**config.mk**
```make
export PLATFORM = sky130hd
export DESIGN_NAME = ttx_reg_port
export DESIGN_NICKNAME = d
export VERILOG_FILES = /design/src/rtl/ttx_reg_pkg.sv /design/src/rtl/ttx_reg_bank.sv /design/src/rtl/ttx_mem_fill.sv /design/src/rtl/ttx_xfer_ctrl.sv /design/src/rtl/ttx_reg_port.sv
export SDC_FILE = /design/constraint.sdc
export NUM_CORES = 1
export LEC_CHECK = 0
export BUFFER_PORTS_ARGS = -buffer_cell sky130_fd_sc_hd__buf_2
export CAP_MARGIN = 40
export CORE_ASPECT_RATIO = 1.5
export CORE_MARGIN = 8
export CORE_UTILIZATION = 38
export DETAILED_ROUTE_END_ITERATION = 7
export GPL_ROUTABILITY_DRIVEN = 0
export PLACE_DENSITY = 0.67
export SLEW_MARGIN = 20
export SYNTH_ARGS = -nofsm -noshare
export SYNTH_HDL_FRONTEND = slang
export SYNTH_SLANG_ARGS = --single-unit
```
**constraint.sdc**
```tcl
create_clock -name clk -period 3.8 [get_ports clk]
set_clock_uncertainty 0.2 [all_clocks]
set_input_delay 0.19 -clock clk [delete_from_list [all_inputs] [get_ports clk]]
set_output_delay 0.19 -clock clk [all_outputs]
set_load 0.01 [all_outputs]
```
**src/rtl/ttx_reg_pkg.sv**
```systemverilog
package ttx_reg_pkg;
  localparam int NCFG     = 11;   // write-only registers 0..10
  localparam int IDX_W    = 4;
  localparam int IDX_MODE = 0;
  localparam int IDX_CHAP = 8;
  localparam int IDX_ROW  = 9;
  localparam int IDX_COL  = 10;
  localparam int IDX_DATA = 11;

  localparam logic [7:0] FILL_BLANK = 8'h20;
  localparam logic [7:0] FILL_MARK  = 8'h07;
  localparam int         MARK_COL   = 7;

  typedef enum logic [2:0] {
    ST_SKIP,
    ST_ADDR,
    ST_SUB,
    ST_WDATA,
    ST_RDATA
  } xfer_st_e;

  function automatic logic [7:0] reg_reset_val(input int idx);
    return (idx == 5 || idx == 6) ? 8'h03 : 8'h00;
  endfunction
endpackage

```
**src/rtl/ttx_reg_bank.sv**
```systemverilog
module ttx_reg_bank
  import ttx_reg_pkg::*;
#(
  parameter int NROW = 26,
  parameter int NCOL = 40
) (
  input  logic               clk,
  input  logic               rst_n,
  input  logic               wr_en,
  input  logic [IDX_W-1:0]   wr_idx,
  input  logic [7:0]         wr_data,
  input  logic               col_adv,
  output logic [8*NCFG-1:0]  cfg_flat
);
  logic [7:0] col_now;
  logic [7:0] row_now;
  logic       col_last;
  logic       row_last;

  assign col_now  = cfg_flat[8*IDX_COL +: 8];
  assign row_now  = cfg_flat[8*IDX_ROW +: 8];
  assign col_last = (col_now >= 8'(NCOL - 1));
  assign row_last = (row_now >= 8'(NROW - 1));

  for (genvar i = 0; i < NCFG; i++) begin : g_reg
    logic [7:0] r_q;
    logic [7:0] r_d;
    logic       r_en;

    always_comb begin
      r_d  = r_q;
      r_en = 1'b0;
      if (wr_en && (wr_idx == IDX_W'(i))) begin
        r_d  = wr_data;
        r_en = 1'b1;
      end
      if ((i == IDX_COL) && col_adv) begin
        r_d  = col_last ? 8'h00 : r_q + 8'h01;
        r_en = 1'b1;
      end
      if ((i == IDX_ROW) && col_adv && col_last) begin
        r_d  = row_last ? 8'h00 : r_q + 8'h01;
        r_en = 1'b1;
      end
    end

    always_ff @(posedge clk or negedge rst_n) begin
      if (!rst_n) r_q <= reg_reset_val(i);
      else if (r_en) r_q <= r_d;
    end

    assign cfg_flat[8*i +: 8] = r_q;
  end
endmodule

```
**src/rtl/ttx_mem_fill.sv**
```systemverilog
module ttx_mem_fill
  import ttx_reg_pkg::*;
#(
  parameter int NCHAP = 8,
  parameter int NROW  = 26,
  parameter int NCOL  = 40,
  localparam int CH_W  = (NCHAP > 1) ? $clog2(NCHAP) : 1,
  localparam int ROW_W = $clog2(NROW),
  localparam int COL_W = $clog2(NCOL)
) (
  input  logic                         clk,
  input  logic                         rst_n,
  input  logic                         ack,
  output logic                         busy,
  output logic [CH_W+ROW_W+COL_W-1:0]  addr,
  output logic [7:0]                   wdata
);
  logic             busy_q, busy_d;
  logic [CH_W-1:0]  ch_q, ch_d;
  logic [ROW_W-1:0] row_q, row_d;
  logic [COL_W-1:0] col_q, col_d;
  logic             last_col, last_row, last_ch, step;

  assign last_col = (col_q == COL_W'(NCOL - 1));
  assign last_row = (row_q == ROW_W'(NROW - 1));
  assign last_ch  = (ch_q  == CH_W'(NCHAP - 1));
  assign step     = busy_q && ack;

  always_comb begin
    busy_d = busy_q;
    ch_d   = ch_q;
    row_d  = row_q;
    col_d  = col_q;
    if (step) begin
      col_d = last_col ? '0 : col_q + 1'b1;
      if (last_col) begin
        row_d = last_row ? '0 : row_q + 1'b1;
        if (last_row) begin
          ch_d = last_ch ? '0 : ch_q + 1'b1;
          if (last_ch) busy_d = 1'b0;
        end
      end
    end
  end

  always_ff @(posedge clk or negedge rst_n) begin
    if (!rst_n) begin
      busy_q <= 1'b1;
      ch_q   <= '0;
      row_q  <= '0;
      col_q  <= '0;
    end else if (step) begin
      busy_q <= busy_d;
      ch_q   <= ch_d;
      row_q  <= row_d;
      col_q  <= col_d;
    end
  end

  assign busy  = busy_q;
  assign addr  = {ch_q, row_q, col_q};
  assign wdata = (ch_q == '0 && row_q == '0 && col_q == COL_W'(MARK_COL))
                 ? FILL_MARK : FILL_BLANK;
endmodule

```
**src/rtl/ttx_xfer_ctrl.sv**
```systemverilog
module ttx_xfer_ctrl
  import ttx_reg_pkg::*;
#(
  parameter logic [6:0] DEV_ADDR = 7'h11
) (
  input  logic             clk,
  input  logic             rst_n,
  input  logic             h_start,
  input  logic             h_stop,
  input  logic             h_wr_valid,
  input  logic [7:0]       h_wr_byte,
  output logic             h_wr_ready,
  input  logic             h_rd_req,
  output logic             h_rd_valid,
  output logic [7:0]       h_rd_data,
  output logic             h_sel,
  input  logic             mode_sel,
  input  logic             fill_busy,
  output logic             reg_we,
  output logic [IDX_W-1:0] reg_idx,
  output logic [7:0]       reg_wdata,
  output logic             host_req,
  output logic             host_we,
  output logic [7:0]       host_wdata,
  input  logic             host_ack,
  input  logic [7:0]       host_rdata,
  output logic             col_adv
);
  xfer_st_e         st_q, st_d;
  logic [IDX_W-1:0] ptr_q, ptr_d, ptr_inc;
  logic             pend_q, pend_d;
  logic             pwe_q, pwe_d;
  logic [7:0]       r11a_q, r11a_d;
  logic [7:0]       rdd_q, rdd_d;
  logic             rdv_q, rdv_d;
  logic             at11, mem_rd_sel, wr_fire, rd_fire;

  assign at11       = (ptr_q == IDX_W'(IDX_DATA));
  assign mem_rd_sel = at11 && !mode_sel;
  assign h_wr_ready = !((st_q == ST_WDATA) && at11 && (fill_busy || pend_q));
  assign wr_fire    = h_wr_valid && h_wr_ready;
  assign ptr_inc    = (ptr_q < IDX_W'(IDX_DATA)) ? ptr_q + 1'b1 : ptr_q;
  assign rd_fire    = (st_q == ST_RDATA) && h_rd_req && !rdv_q && !pend_q &&
                      !(mem_rd_sel && fill_busy);

  always_comb begin
    st_d    = st_q;
    ptr_d   = ptr_q;
    pend_d  = pend_q;
    pwe_d   = pwe_q;
    r11a_d  = r11a_q;
    rdd_d   = rdd_q;
    rdv_d   = 1'b0;
    reg_we  = 1'b0;
    col_adv = 1'b0;

    if (host_ack && pend_q) begin
      pend_d  = 1'b0;
      col_adv = 1'b1;
      if (!pwe_q) begin
        r11a_d = host_rdata;
        rdd_d  = host_rdata;
        rdv_d  = 1'b1;
      end
    end

    if (h_start) begin
      st_d = ST_ADDR;
    end else if (h_stop) begin
      st_d = ST_SKIP;
    end else if (wr_fire) begin
      case (st_q)
        ST_ADDR: begin
          if (h_wr_byte[7:1] == DEV_ADDR) st_d = h_wr_byte[0] ? ST_RDATA : ST_SUB;
          else                            st_d = ST_SKIP;
        end
        ST_SUB: begin
          ptr_d = (h_wr_byte[7:4] == 4'h0) ? h_wr_byte[3:0] : {IDX_W{1'b1}};
          st_d  = ST_WDATA;
        end
        ST_WDATA: begin
          if (at11) begin
            r11a_d = h_wr_byte;
            pend_d = 1'b1;
            pwe_d  = 1'b1;
          end else if (ptr_q < IDX_W'(IDX_DATA)) begin
            reg_we = 1'b1;
          end
          ptr_d = ptr_inc;
        end
        default: ;
      endcase
    end

    if (rd_fire) begin
      if (mem_rd_sel) begin
        pend_d = 1'b1;
        pwe_d  = 1'b0;
      end else begin
        rdd_d = at11 ? {7'b0, fill_busy} : 8'h00;
        rdv_d = 1'b1;
      end
      ptr_d = ptr_inc;
    end
  end

  always_ff @(posedge clk or negedge rst_n) begin
    if (!rst_n) begin
      st_q   <= ST_SKIP;
      ptr_q  <= '0;
      pend_q <= 1'b0;
      pwe_q  <= 1'b0;
      r11a_q <= 8'h00;
      rdd_q  <= 8'h00;
      rdv_q  <= 1'b0;
    end else begin
      st_q   <= st_d;
      ptr_q  <= ptr_d;
      pend_q <= pend_d;
      pwe_q  <= pwe_d;
      r11a_q <= r11a_d;
      rdd_q  <= rdd_d;
      rdv_q  <= rdv_d;
    end
  end

  assign reg_idx    = ptr_q;
  assign reg_wdata  = h_wr_byte;
  assign host_req   = pend_q;
  assign host_we    = pwe_q;
  assign host_wdata = r11a_q;
  assign h_rd_valid = rdv_q;
  assign h_rd_data  = rdd_q;
  assign h_sel      = (st_q == ST_SUB) || (st_q == ST_WDATA) || (st_q == ST_RDATA);
endmodule

```
**src/rtl/ttx_reg_port.sv**
```systemverilog
module ttx_reg_port
  import ttx_reg_pkg::*;
#(
  parameter logic [6:0] DEV_ADDR = 7'h11,
  parameter int NCHAP = 8,
  parameter int NROW  = 26,
  parameter int NCOL  = 40,
  localparam int CH_W  = (NCHAP > 1) ? $clog2(NCHAP) : 1,
  localparam int ROW_W = $clog2(NROW),
  localparam int COL_W = $clog2(NCOL),
  localparam int MAW   = CH_W + ROW_W + COL_W
) (
  input  logic              clk,
  input  logic              rst_n,
  input  logic              h_start,
  input  logic              h_stop,
  input  logic              h_wr_valid,
  input  logic [7:0]        h_wr_byte,
  output logic              h_wr_ready,
  input  logic              h_rd_req,
  output logic              h_rd_valid,
  output logic [7:0]        h_rd_data,
  output logic              h_sel,
  output logic [8*NCFG-1:0] cfg_o,
  output logic              mem_req,
  output logic              mem_we,
  output logic [MAW-1:0]    mem_addr,
  output logic [7:0]        mem_wdata,
  input  logic              mem_ack,
  input  logic [7:0]        mem_rdata
);
  logic [1:0]       rs_q;
  logic             rst_sync_n;
  logic             fill_busy;
  logic [MAW-1:0]   fill_addr, host_addr;
  logic [7:0]       fill_wdata;
  logic             reg_we, col_adv;
  logic [IDX_W-1:0] reg_idx;
  logic [7:0]       reg_wdata;
  logic             host_req, host_we, host_ack;
  logic [7:0]       host_wdata;

  // asynchronous assertion, synchronous release
  always_ff @(posedge clk or negedge rst_n) begin
    if (!rst_n) rs_q <= 2'b00;
    else        rs_q <= {rs_q[0], 1'b1};
  end
  assign rst_sync_n = rs_q[1];

  ttx_xfer_ctrl #(.DEV_ADDR(DEV_ADDR)) ctrl_i (
    .clk(clk), .rst_n(rst_sync_n),
    .h_start(h_start), .h_stop(h_stop),
    .h_wr_valid(h_wr_valid), .h_wr_byte(h_wr_byte), .h_wr_ready(h_wr_ready),
    .h_rd_req(h_rd_req), .h_rd_valid(h_rd_valid), .h_rd_data(h_rd_data),
    .h_sel(h_sel),
    .mode_sel(cfg_o[8*IDX_MODE]), .fill_busy(fill_busy),
    .reg_we(reg_we), .reg_idx(reg_idx), .reg_wdata(reg_wdata),
    .host_req(host_req), .host_we(host_we), .host_wdata(host_wdata),
    .host_ack(host_ack), .host_rdata(mem_rdata), .col_adv(col_adv)
  );

  ttx_reg_bank #(.NROW(NROW), .NCOL(NCOL)) bank_i (
    .clk(clk), .rst_n(rst_sync_n),
    .wr_en(reg_we), .wr_idx(reg_idx), .wr_data(reg_wdata),
    .col_adv(col_adv), .cfg_flat(cfg_o)
  );

  ttx_mem_fill #(.NCHAP(NCHAP), .NROW(NROW), .NCOL(NCOL)) fill_i (
    .clk(clk), .rst_n(rst_sync_n), .ack(mem_ack),
    .busy(fill_busy), .addr(fill_addr), .wdata(fill_wdata)
  );

  assign host_addr = {cfg_o[8*IDX_CHAP +: CH_W],
                      cfg_o[8*IDX_ROW  +: ROW_W],
                      cfg_o[8*IDX_COL  +: COL_W]};
  assign host_ack  = mem_ack && !fill_busy;

  assign mem_req   = fill_busy ? 1'b1       : host_req;
  assign mem_we    = fill_busy ? 1'b1       : host_we;
  assign mem_addr  = fill_busy ? fill_addr  : host_addr;
  assign mem_wdata = fill_busy ? fill_wdata : host_wdata;
endmodule

```
# After elaboration in Yosys (flattened, before gate mapping)
# Cells that the tools add are included.
# word_totals
output_inout_bits	123
romBits	0
latch_bits	0
input_bits	23
mem_count	0
ff_bits	131
ramBits	0
# classes
eq_ne	22
shift	0
n_reduce_logical	61
muxes	78
bitwise	0
n_div	0
order_cmp	3
mul	0
n_addsub	6
# op_table
cell	n
8-bit 2-to-1 mux	18
1-bit 2-to-1 mux	42
1-bit logical AND	26
2-bit AND reduction	13
4-bit 2-to-1 mux	6
3-bit 2-to-1 mux	6
8-bit by 1-bit adder with 8-bit output (second input constant)	2
4-bit by 3-bit equality test with 1-bit output (second input constant)	4
4-bit equality test (second input constant)	4
14-bit 2-to-1 mux	1
6-bit 2-to-1 mux	2
4-bit by 2-bit equality test with 1-bit output (second input constant)	2
8-bit by 5-bit >= comparator with 1-bit output (second input constant)	1
8-bit by 6-bit >= comparator with 1-bit output (second input constant)	1
4-bit zero test	2
4-bit one-hot mux with 2 select lines	1
4-bit AND reduction	2
7-bit by 5-bit equality test with 1-bit output (second input constant)	1
6-bit by 1-bit adder with 6-bit output (second input constant)	1
3-bit by 2-bit equality test with 1-bit output (second input constant)	2
3-bit equality test (second input constant)	2
6-bit by 3-bit equality test with 1-bit output (second input constant)	1
6-bit equality test (second input constant)	1
1-bit zero test	6
17 further kinds	23

# Longest topological paths before layout
# Gate-level depths: netlist (run 1).
# logic_depth
word_depth	12
ltp_mapped	8

# By module
# A second synthesis (run 1) with hierarchy kept.
# unflattened
cells_unflattened	558
area_unflattened_um2	6531.3
# by_module_without_submodules
module	seq_area_each_um2	n_inst	cells_each	area_each_um2
ttx_reg_bank	2207.1	1	288	3749.8
ttx_xfer_ctrl	650.6	1	155	1457.6
ttx_mem_fill	376.6	1	84	893.4
ttx_reg_port	50.0	1	31	430.4

# Worst setup path after synthesis (run 1)
# OpenSTA, ideal clock, no wires.
# synth_path
kind	register -> register
startpoint	register bank_i.g_reg[10].r_q[0] (netlist: bank_i.col_now[0])
endpoint	register bank_i.g_reg[9].r_q[3]
path_stages_with_launch	8
slack_ns	1.690
arrival_ns	1.774
setup_time_ns	0.136
synth_period_minus_slack_ns	2.110
n_path_buf	1
path_cell_list	dfrtp_1 ha_1 a211o_1 a211o_1 and2_1 clkbuf_1 o211ai_1 o21ai_0
# synth_between
elab_chain_cells	4
elab_cells_between_ends	6
cone_classes	order compare (1); mux (2); reduce/logical (3)
# synth_rtl
item	line	rtl
start: declaration	ttx_reg_bank.sv:26	logic [7:0] r_q;
start signal: assignment	ttx_reg_bank.sv:48	if (!rst_n) r_q <= reg_reset_val(i);
start signal: assignment	ttx_reg_bank.sv:49	else if (r_en) r_q <= r_d;
8-bit by 6-bit >= comparator with 1-bit output *	ttx_reg_bank.sv:22	assign col_last = (col_now >= 8'(NCOL - 1));
1-bit logical AND *	ttx_reg_bank.sv:41	if ((i == IDX_ROW) && col_adv && col_last) begin
2-bit nonzero test (no source line) or 1-bit 2-to-1 mux (tied branches)	--	
2-bit AND reduction (no source line)	--	
end signal: assignment	ttx_reg_bank.sv:48	
end signal: assignment	ttx_reg_bank.sv:49	
end: declaration	ttx_reg_bank.sv:26	
# Mark *: on every way between the ends. The rest lies on a longest branch, timed or not.
# A chain may end at the register's enable or synchronous reset.

# Final worst setup path (run 1)
# layout_path
startpoint	register fill_i.busy_q (netlist: fill_i.busy)
endpoint	output port mem_wdata[0]
# layout_between
elab_chain_cells	1
# layout_rtl
item	line	rtl
start: declaration	ttx_mem_fill.sv:18	logic busy_q, busy_d;
start signal: assignment	ttx_mem_fill.sv:53	busy_q <= busy_d;
8-bit 2-to-1 mux	ttx_reg_port.sv:81	assign mem_wdata = fill_busy ? fill_wdata : host_wdata;
end: declaration	ttx_reg_port.sv:28	output logic [7:0] mem_wdata,
# Every way passes these cells.

==> metrics, run 1 <==
status=finished, final reports clean; Synth Warn #=0; flops & latches, synth=131; Slew Viols, Final=0; Max-Cap Viols=0; Placed Instances=848; clock-pin transition on the worst setup and hold timing paths=roughly 60 ps; CTS Buffer Depth=2; first-pass GRT wire length=between 20000 and 30000 um; Arr. time, crit path=~2300 ps; Setup TNS Final=0 ps; sequential area share after synthesis=~54%; most common cell after layout, fill and taps aside=buf_2; pin count of the biggest net entering global routing=44; Yosys cell types=59; initial antenna violation count=1; DR DRC count=0; Layout Cells excl Fill=894; peak supply drop=0.0003147 V; power per cell area=roughly 430 nW/um2; Die Width=119.7 um; P_leak=around 0.004 uW; PortBufs=145; share of cells above drive strength 1=41.42%; total power=3344 uW; Setup crit end kind=output port; GR Util All Layers=roughly 17%; GRT overflow=0; slew margin rel.=approximately half; Synth async-reset ratio=between 90% and 100%; fin crit share=71.26%; Worst-Skew Late Latency=approximately 400 ps; Post-CTS Resized=0; commonest non-fill, non-tap cells in the layout=145 x buf_2, 125 x dfrtp_1, 87 x mux2_2; n_diodes=0; # clock sinks=between 100 and 150; row cnt=between 50 and 60; Final Hold Viols=0; CP max FO=35; number of synthesized flops with an enable pin=0; Startpoint Class=register; DR iter-0 viols=between 200 and 250; fin nets=713; Layout Utilization=48.72%; core footprint=15980 um2; CTS Buf Count=17; CTS tree=built; GR Layer Usage met2=31.67%; Final setup viols=0; global-route met3 utilization=4.402%; Die ar.=20530 um2; WL/cell=between 15 and 20 um; H-tree levels=4; Max Clk Rate=369.3 MHz; Post-synth top flop=dfrtp_1; Initial Util=38.36%; vias in the first global route=~5k; met1 Track Usage GR=18.22%; most used routing layer=met2; Root Buffer=clkbuf_16; vias per std cell=approximately 5.3; DP Wirelength=roughly 13000 um; Tmin final=around 2700 ps; Slew @ Worst Pin=764.1 ps; Die Y=between 150 and 200 um; RSZ-0062 raised after global routing=false; Worst Hold Class=primary input to register; cells after synthesis=between 500 and 600; Final ANT Viol Nets=0; Req. time, crit path=3410 ps; 1st-pass router iterations=6; crit path kind=register to output port; Vias=between 4k and 5k; Syn Area/Cell=11.85 um2; final WL=17620 um; P&R area growth vs syn=26.99%; boundary pin count=approximately 150; Synthesized Nets=~560; Mapped Area=about 6000 um2
state kept, by name (all words and copies together), names as in the netlist:
register / count
bank_i.g.r_q: 80
bank_i.col_now: 8
ctrl_i.h_rd_data: 8
ctrl_i.host_wdata: 8
fill_i.col_q: 6
fill_i.row_q: 5
ctrl_i.reg_idx: 4
ctrl_i.st_q: 3
fill_i.ch_q: 3
rs_q: 2
ctrl_i.h_rd_valid: 1
ctrl_i.host_req: 1
ctrl_i.host_we: 1
fill_i.busy: 1
final cells by class:
class	count	area [um2]
repair buffers	163	895.9
clock buffers	19	432.9
well taps	206	257.7
multi-input cells	339	2648
clock inverters	13	173.9
flip-flops and latches	131	3288
fillers	1475	8193
inverters	23	86.33
report_power, final:
part           switching (uW)  internal (uW)
logic                     125           80.1
registers                40.1           1420
clock network             629           1050
total                     794           2550
stage by stage:
stage | instance area (um2) | setup slack (ps) | hold slack [ps]
3_5_place_dp | 7036 | 1177 | -222.8
4_1_cts | 7782 | 1057 | 27.03
2_1_floorplan | 6130 | 1424 | -305.6
3_3_place_gp | 7036 | 1283 | -224.7
6_report | 7782 | 1092 | 28.56
5_1_grt | 7782 | 960.6 | 36.46
routing by layer:
layer,up-vias,part of all wire (%)
met1,2372,37
met4,2,3.2
met5,-,0.057
li1,2174,-
met3,40,4.7
met2,136,55
kinds of logic (layout without fill, tap and decap cells):
logic type,count (synthesis),in the layout,synth area share [%]
buffers and inverters,47,218,3.205
and+or+nand+nor,131,131,11.66
AOI/OAI and AO/OA,86,86,9.392
adders and majority gates,15,15,3.062
muxes,103,103,18.60
xor gates and xnor gates,3,3,0.4288
DFF,131,131,53.59
other,1,1,0.06119
worst max-delay path: stages, from the launching register on:
cell      delay (ps)
dfstp_2          940
nor4bb_1         360
nand3_1          230
o21ai_0          200
buf_2            200
synthesized netlist by cell type, types with 2 or more instances:
cell type / n / area (um2)
nand4_1: 5 / 31.28
nor3_1: 10 / 50.05
ha_1: 15 / 187.7
inv_1: 23 / 86.33
a21o_1: 5 / 37.54
or3_1: 2 / 12.51
a211oi_1: 2 / 15.01
a21oi_1: 24 / 120.1
a2111o_1: 2 / 22.52
dfrtp_1: 126 / 3153
buf_4: 2 / 15.01
a31oi_1: 2 / 12.51
a211o_1: 3 / 26.28
or2_2: 6 / 37.54
buf_2: 3 / 15.01
nor4_1: 2 / 12.51
nand2_1: 24 / 90.09
o21ai_0: 16 / 80.08
nor2_1: 30 / 112.6
o32ai_1: 2 / 17.52
and3b_1: 3 / 26.28
nand3_1: 16 / 80.08
o22ai_1: 3 / 18.77
or3b_2: 2 / 17.52
a22o_1: 11 / 96.34
dfstp_2: 5 / 131.4
xnor2_1: 2 / 17.52
nand2b_1: 6 / 37.54
o21a_1: 3 / 22.52
nor2b_1: 5 / 31.28
o31ai_1: 2 / 15.01
mux2i_1: 16 / 160.2
o211ai_1: 3 / 22.52
nor3b_1: 2 / 15.01
and3_1: 4 / 25.02
nand3b_1: 2 / 15.01
clkbuf_1: 17 / 63.81
and2_1: 3 / 18.77
mux2_2: 87 / 979.7
nor4bb_1: 2 / 20.02
path summary, 6_finish.rpt:
check / end / slack (ps) / depth (start not counted) / from
max reg2reg: ctrl_i.st_q[1] / 1130 / 6 / fill_i.busy
max in group asynchronous: bank_i.g_reg[6].r_q[0] / 2410 / 1 / rs_q[1]
max: mem_wdata[0] / 1090 / 4 / fill_i.busy
min: bank_i.col_now[6] / 30 / 3 / h_wr_byte[6]
min in group asynchronous: bank_i.g_reg[6].r_q[7] / 120 / 0 / rs_q[1]
min reg2reg: bank_i.g_reg[6].r_q[7] / 120 / 0 / rs_q[1]
repair_timing:
action	in CTS	in global routing
hold endpoints to repair	23	0
setup buffers	0	0
hold buffers	14	0
Note: power is estimated with default switching activity, not from simulation.
==> inputs of run 2 (changes only) <==
==> constraint.sdc (replaced) <==
create_clock -name clk -period 2.3 [get_ports clk]
set_clock_uncertainty 0.2 [all_clocks]
set_input_delay 0.115 -clock clk [delete_from_list [all_inputs] [get_ports clk]]
set_output_delay 0.115 -clock clk [all_outputs]
set_load 0.01 [all_outputs]
==> run 2 against run 1 <==
Net effect: register-to-register slack worse by 1100 ps; clock-buffer cell count shrank 2; first-iteration DRC count rose by 33%; largest cell class unchanged; setup slack worse by 1100 ps.
==> metrics, run 2 (synthesized netlist as in run 1, its figures left out) <==
Arr. time, crit path=2330 ps (about the same); power per cell area=664.6 nW/um2 (+55%); Placed Instances=863 (+1.8%); core footprint=15980 um2 (unchanged); Slew @ Worst Pin=677.4 ps (-86.76 ps); final WL=18260 um (+3.6%); Final Hold Viols=0 (unchanged); Worst-Skew Late Latency=410 ps (about the same); Int Power=3995 uW (+57%); switch share=24.90% (+1.2 points); post-route design area=8004 um2 (+2.8%); Clk pwr share=47.8% (-2.3 points); fin nets=738 (+3.5%); most used routing layer=met2; slew margin rel.=54.84% (+6.4 points); PortBufs=145 (unchanged); GRT overflow=0 (unchanged); Tmin final=about 2300 ps; most common cell after layout, fill and taps aside=buf_2; Final setup viols=0 (unchanged); GR Layer Usage met2=32.37% (+0.71 points); RR Startpoint=ctrl_i.st_q[0]; first-pass GRT wire length=28360 um (+2.1%); peak supply drop=0.0004585 V (+46%); Req. time, crit path=2370 ps (-1040 ps); # clock sinks=131 (unchanged); WL/cell=19.87 um (+0.82%); CTS Buf Count=17 (unchanged); met1 Track Usage GR=18.48% (+0.26 points); Die Width=119.7 um (unchanged); fillers=1461 (-0.95%); Setup crit end kind=register; initial antenna violation count=0 (-1); CTS Buffer Depth=2 (unchanged); Layout Cells excl Fill=919 (+2.8%); Setup crit start=ctrl_i.st_q[0]; reg2reg end=ctrl_i.reg_idx[2]; fin crit share=about 98%; vias in the first global route=5165 (+2.0%); row cnt=57 (unchanged); Vias=4873 (+3.2%); crit path kind=register to register; Gate power share=6.8% (+0.7 points); Biggest register=bank_i.g.r_q; P_sw=1325 uW (+67%); Worst Hold Class=primary input to register; n_diodes=0 (unchanged); P_leak=0.004227 uW (+2.6%); boundary pin count=146 (unchanged); number of flip-flops in the largest register=80 (unchanged); CTS tree=built; Max-Cap Viols=0 (unchanged); Max Clk Rate=between 400 and 500 MHz; R2R depth=5 (-1); Worst R2R Setup Slack=40 ps (-1090 ps); GR Util All Layers=17.81% (+0.52 points); H-tree levels=4 (unchanged); CP endpoint=ctrl_i.reg_idx[2]; multi-input logic area=2684 um2 (+1.4%); vias per std cell=5.303 (+0.35%); status=finished, final reports clean; dpl cell area=7173 um2 (+2.0%); Die Y=171.5 um (unchanged); global-route met3 utilization=4.402% (unchanged); P&R area growth vs syn=30.60%; Startpoint Class=register; Slew Viols, Final=0 (unchanged); Reg area=3288 um2 (unchanged); DR DRC count=0 (unchanged); commonest non-fill, non-tap cells in the layout=145 x buf_2, 125 x dfrtp_1, 87 x mux2_2; Final ANT Viol Nets=0 (unchanged); 1st-pass router iterations=4 (-2); CP max FO=9 (-74%); Die ar.=20530 um2 (unchanged); DR iter-0 viols=300 (+33%); clock-pin transition on the worst setup and hold timing paths=60 ps (about the same); pin count of the biggest net entering global routing=47 (+6.8%); Root Buffer=clkbuf_16; part of the power in registers=45.4% (+1.7 points); DP Wirelength=13340 um (+2.8%); Initial Util=38.36% (unchanged); share of cells above drive strength 1=43.90% (+2.5 points)
## run 2: changes by cell type in the layout (fill, tap and decap cells not counted), moves of 3 or more
cell           delta
buf_4            +15
clkinv_2          +3
clkinv_4          +3
dlygate4sd3_1     +8
## run 2: power by group through the flow
| stage | clock [uW] | sequential (uW) | combinational [uW] |
|---|---|---|---|
| CTS | 2600 | 2410 | 365 |
| finish | 2540 | 2410 | 362 |
| floorplan | 0 | 2470 | 137 |
| global route | 2710 | 2420 | 395 |
| detailed placement | 0 | 2450 | 335 |
| global placement | 0 | 2450 | 327 |
## run 2: what timing repair did
action,4_1_cts,5_1_grt
resized for setup,0,13
hold endpoints to repair,26,0
hold buffers,22,0
setup buffers,0,2
setup endpoints to repair,0,59
## run 2: final cells by class
class                      instances  area share [%]
clock buffer                      17           5.315
clock inverter                    15           1.673
inverter                          23           1.079
multi-input combinational        339           33.53
sequential                       131           41.08
tap                              206           3.220
timing repair buffer             188           14.10
## run 2: per-stage QoR
step                      util (%)  power, uW  worst slack, ps  TNS, ps  hold WS, ps
after floorplan                  -       2608            189.7        0       -380.6
after CTS                    49.78       5376            5.350        0        12.79
after global routing         50.10       5524           -23.54   -190.1        65.35
final                        50.10       5320            40.21        0        42.21
after detailed placement     44.90       2789            38.68        0       -297.2
after global placement       44.90       2778            131.8        0       -300.0
## run 2: worst max-delay path, stage by stage, from the launching register on
cell	delay, ps
dfrtp_1	450
or3b_2	530
a211oi_1	350
or2_4	260
a21boi_0	230
o32ai_1	110
## run 2: routing by layer
metal / wire length, um / part of all wire [%]
met2: 9841 / 54
met4: 752 / 4.1
met1: 6822 / 37
met3: 844 / 4.6
met5: 0 / 0
## run 2: worst min path at each step
stage               startpoint             endpoint  slack (ps)  cells after the start
global placement         rst_n              rs_q[0]        -300                      1
global route          h_rd_req  ctrl_i.h_rd_data[0]          70                      4
CTS                   h_rd_req  ctrl_i.h_rd_data[0]          10                      4
detailed placement       rst_n              rs_q[0]        -300                      1
finish                h_rd_req  ctrl_i.h_rd_data[0]          40                      4
floorplan                rst_n              rs_q[0]        -380                      0
==> inputs of run 3 (changes only) <==
--- a/config.mk
+++ b/config.mk
@@ -5,14 +5,15 @@
 export SDC_FILE = /design/constraint.sdc
 export NUM_CORES = 1
 export LEC_CHECK = 0
-export BUFFER_PORTS_ARGS = -buffer_cell sky130_fd_sc_hd__buf_2
+export ABC_CLOCK_PERIOD_IN_PS = 2300
 export CAP_MARGIN = 40
 export CORE_ASPECT_RATIO = 1.5
 export CORE_MARGIN = 8
 export CORE_UTILIZATION = 38
 export DETAILED_ROUTE_END_ITERATION = 7
+export DONT_BUFFER_PORTS = 1
 export GPL_ROUTABILITY_DRIVEN = 0
-export PLACE_DENSITY = 0.67
+export PLACE_DENSITY = 0.59
 export SLEW_MARGIN = 20
 export SYNTH_ARGS = -nofsm -noshare
 export SYNTH_HDL_FRONTEND = slang
==> run 3 against run 2 <==
Net effect: power up 1.1%; final area down 7.5%; final cell count down 14%; sequential share of layout area up 3.3 points; largest power group unchanged.
==> metrics, run 3 (synthesized netlist as in run 1, its figures left out) <==
CTS tree=built; initial antenna violation count=1 (+1); fillers=1507 (+3.1%); core footprint=15980 um2 (unchanged); CTS Buf Count=17 (unchanged); Die Y=171.5 um (unchanged); Root Buffer=clkbuf_16; number of flip-flops in the largest register=80 (unchanged); final WL=17710 um (-3.0%); vias per std cell=5.459 (+3.0%); GR Util All Layers=17.49% (-0.32 points); 1st-pass router iterations=5 (+1); slowest cell on the critical path=dfrtp_1; Die Width=119.7 um (unchanged); Slew @ Worst Pin=833.0 ps (+155.7 ps); vias in the first global route=4573 (-11%); status=finished, final reports clean; Final Hold Viols=0 (unchanged); crit path kind=register to register; Max-Cap Viols=0 (unchanged); Initial Util=38.36% (unchanged); Final setup viols=0 (unchanged); fin nets=606 (-18%); most common cell after layout, fill and taps aside=dfrtp_1; Die ar.=20530 um2 (unchanged); Worst Hold Class=primary input to register; CTS Buffer Depth=2 (unchanged); first-pass GRT wire length=27330 um (-3.6%); WL/cell=22.47 um (+13%); commonest non-fill, non-tap cells in the layout=125 x dfrtp_1, 87 x mux2_2, 30 x nor2_1; pin count of the biggest net entering global routing=42 (-11%); worst hold slack=16.94 ps (-25.27 ps); clock-pin transition on the worst setup and hold timing paths=60 ps (about the same); P_leak=0.003571 uW (-16%); Final ANT Viol Nets=0 (unchanged); Slew Viols, Final=0 (unchanged); Vias=4302 (-12%); row cnt=57 (unchanged); H-tree levels=4 (unchanged); CP max FO=6 (-3); crit-path cells=ha_2 -> nand2b_1 -> nor4_4 -> buf_4 -> a21o_1 -> a21bo_2 -> a22o_1; fin crit share=96.26% (-2.0 points); Placed Instances=726 (-16%); Layout Cells excl Fill=788 (-14%); DP Wirelength=12590 um (-5.6%); Setup TNS Final=0 ps (unchanged); Biggest register=bank_i.g.r_q; Tmin final=2214 ps (-45.83 ps); P&R area growth vs syn=20.87%; Arr. time, crit path=2320 ps (about the same); Max Clk Rate=451.7 MHz (+2.1%); slew margin rel.=44.28% (-11 points); # clock sinks=131 (unchanged); Worst-Skew Late Latency=410 ps (about the same); PortBufs=0 (-100%); met1 Track Usage GR=17.85% (-0.63 points); Setup crit end kind=register; boundary pin count=146 (unchanged); slowest stage delay, CP=380 ps (-150 ps); DR iter-0 viols=204 (-32%); DR DRC count=0 (unchanged); peak supply drop=0.0004229 V (-7.8%); most used routing layer=met2; Startpoint Class=register; power per cell area=726.4 nW/um2 (+9.3%); GR Layer Usage met2=32.69% (+0.32 points); RSZ-0062 raised after global routing=true; GRT overflow=0 (unchanged); share of cells above drive strength 1=30.12% (-14 points); global-route met3 utilization=5.388% (+0.99 points); Req. time, crit path=2400 ps (+30 ps)
## run 3: repair_timing
item                       in CTS  in global routing
pin swaps                       1                  1
setup endpoints to repair       4                 26
gates cloned                    0                  0
hold endpoints to repair      118                  0
buffers inserted                1                  4
gates resized for setup         8                  4
hold buffers                   23                  0
## run 3: final timing paths
kind / from / endpoint / slack (ps) / cells after the start
min in group asynchronous: rs_q[1] / bank_i.g_reg[6].r_q[4] / 130 / 0
min reg2reg: rs_q[1] / bank_i.g_reg[6].r_q[4] / 130 / 0
max reg2reg: ctrl_i.reg_idx[0] / bank_i.col_now[4] / 90 / 7
min: mem_ack / bank_i.col_now[7] / 20 / 4
max in group asynchronous: rs_q[1] / bank_i.g_reg[8].r_q[3] / 1050 / 1
max: ctrl_i.reg_idx[0] / bank_i.col_now[4] / 90 / 7
## run 3: area by class of cell
class	instances	area, um2	share of cell area (%)
Sequential cell	131	3288	44.39
Multi-Input combinational cell	339	2670	36.05
Timing Repair Buffer	56	521.8	7.044
Clock buffer	20	446.7	6.030
Tap cell	206	257.7	3.480
Clock inverter	12	133.9	1.807
Inverter	23	86.33	1.166
Antenna cell	1	2.502	0.03378
## run 3: worst max-delay path, delay by kind of cell (launching register included)
| kind | cells | cell delay, ps |
|---|---|---|
| compound gates | 3 | 590 |
| fa+ha+maj | 1 | 230 |
| flops | 1 | 380 |
| simple gates | 2 | 530 |
| buf+inv | 1 | 180 |
## run 3: stage by stage
step | power, uW | instance area, um2 | utilization (%) | worst slack [ps]
2_1_floorplan | 2608 | 6132 | - | 189.7
3_3_place_gp | 2677 | 6507 | 40.73 | 159.7
3_5_place_dp | 2687 | 6507 | 40.73 | 74.59
4_1_cts | 5447 | 7345 | 45.97 | 12.61
5_1_grt | 5585 | 7407 | 46.37 | -37.54
6_report | 5381 | 7407 | 46.37 | 86.05
## run 3: layer usage
layer	vias to the layer above	share of wire, %	wire length, um
li1	1966	-	-
met1	2194	36	6450
met2	117	56	9843
met5	-	0	0
met3	25	5.6	995
met4	0	2.4	420
## run 3: where the power goes
part           switching (uW)  internal [uW]  leakage (uW)
clock network            1030           1630      0.000280
logic                     189            122       0.00155
registers                66.0           2350       0.00174
total                    1280           4100       0.00357
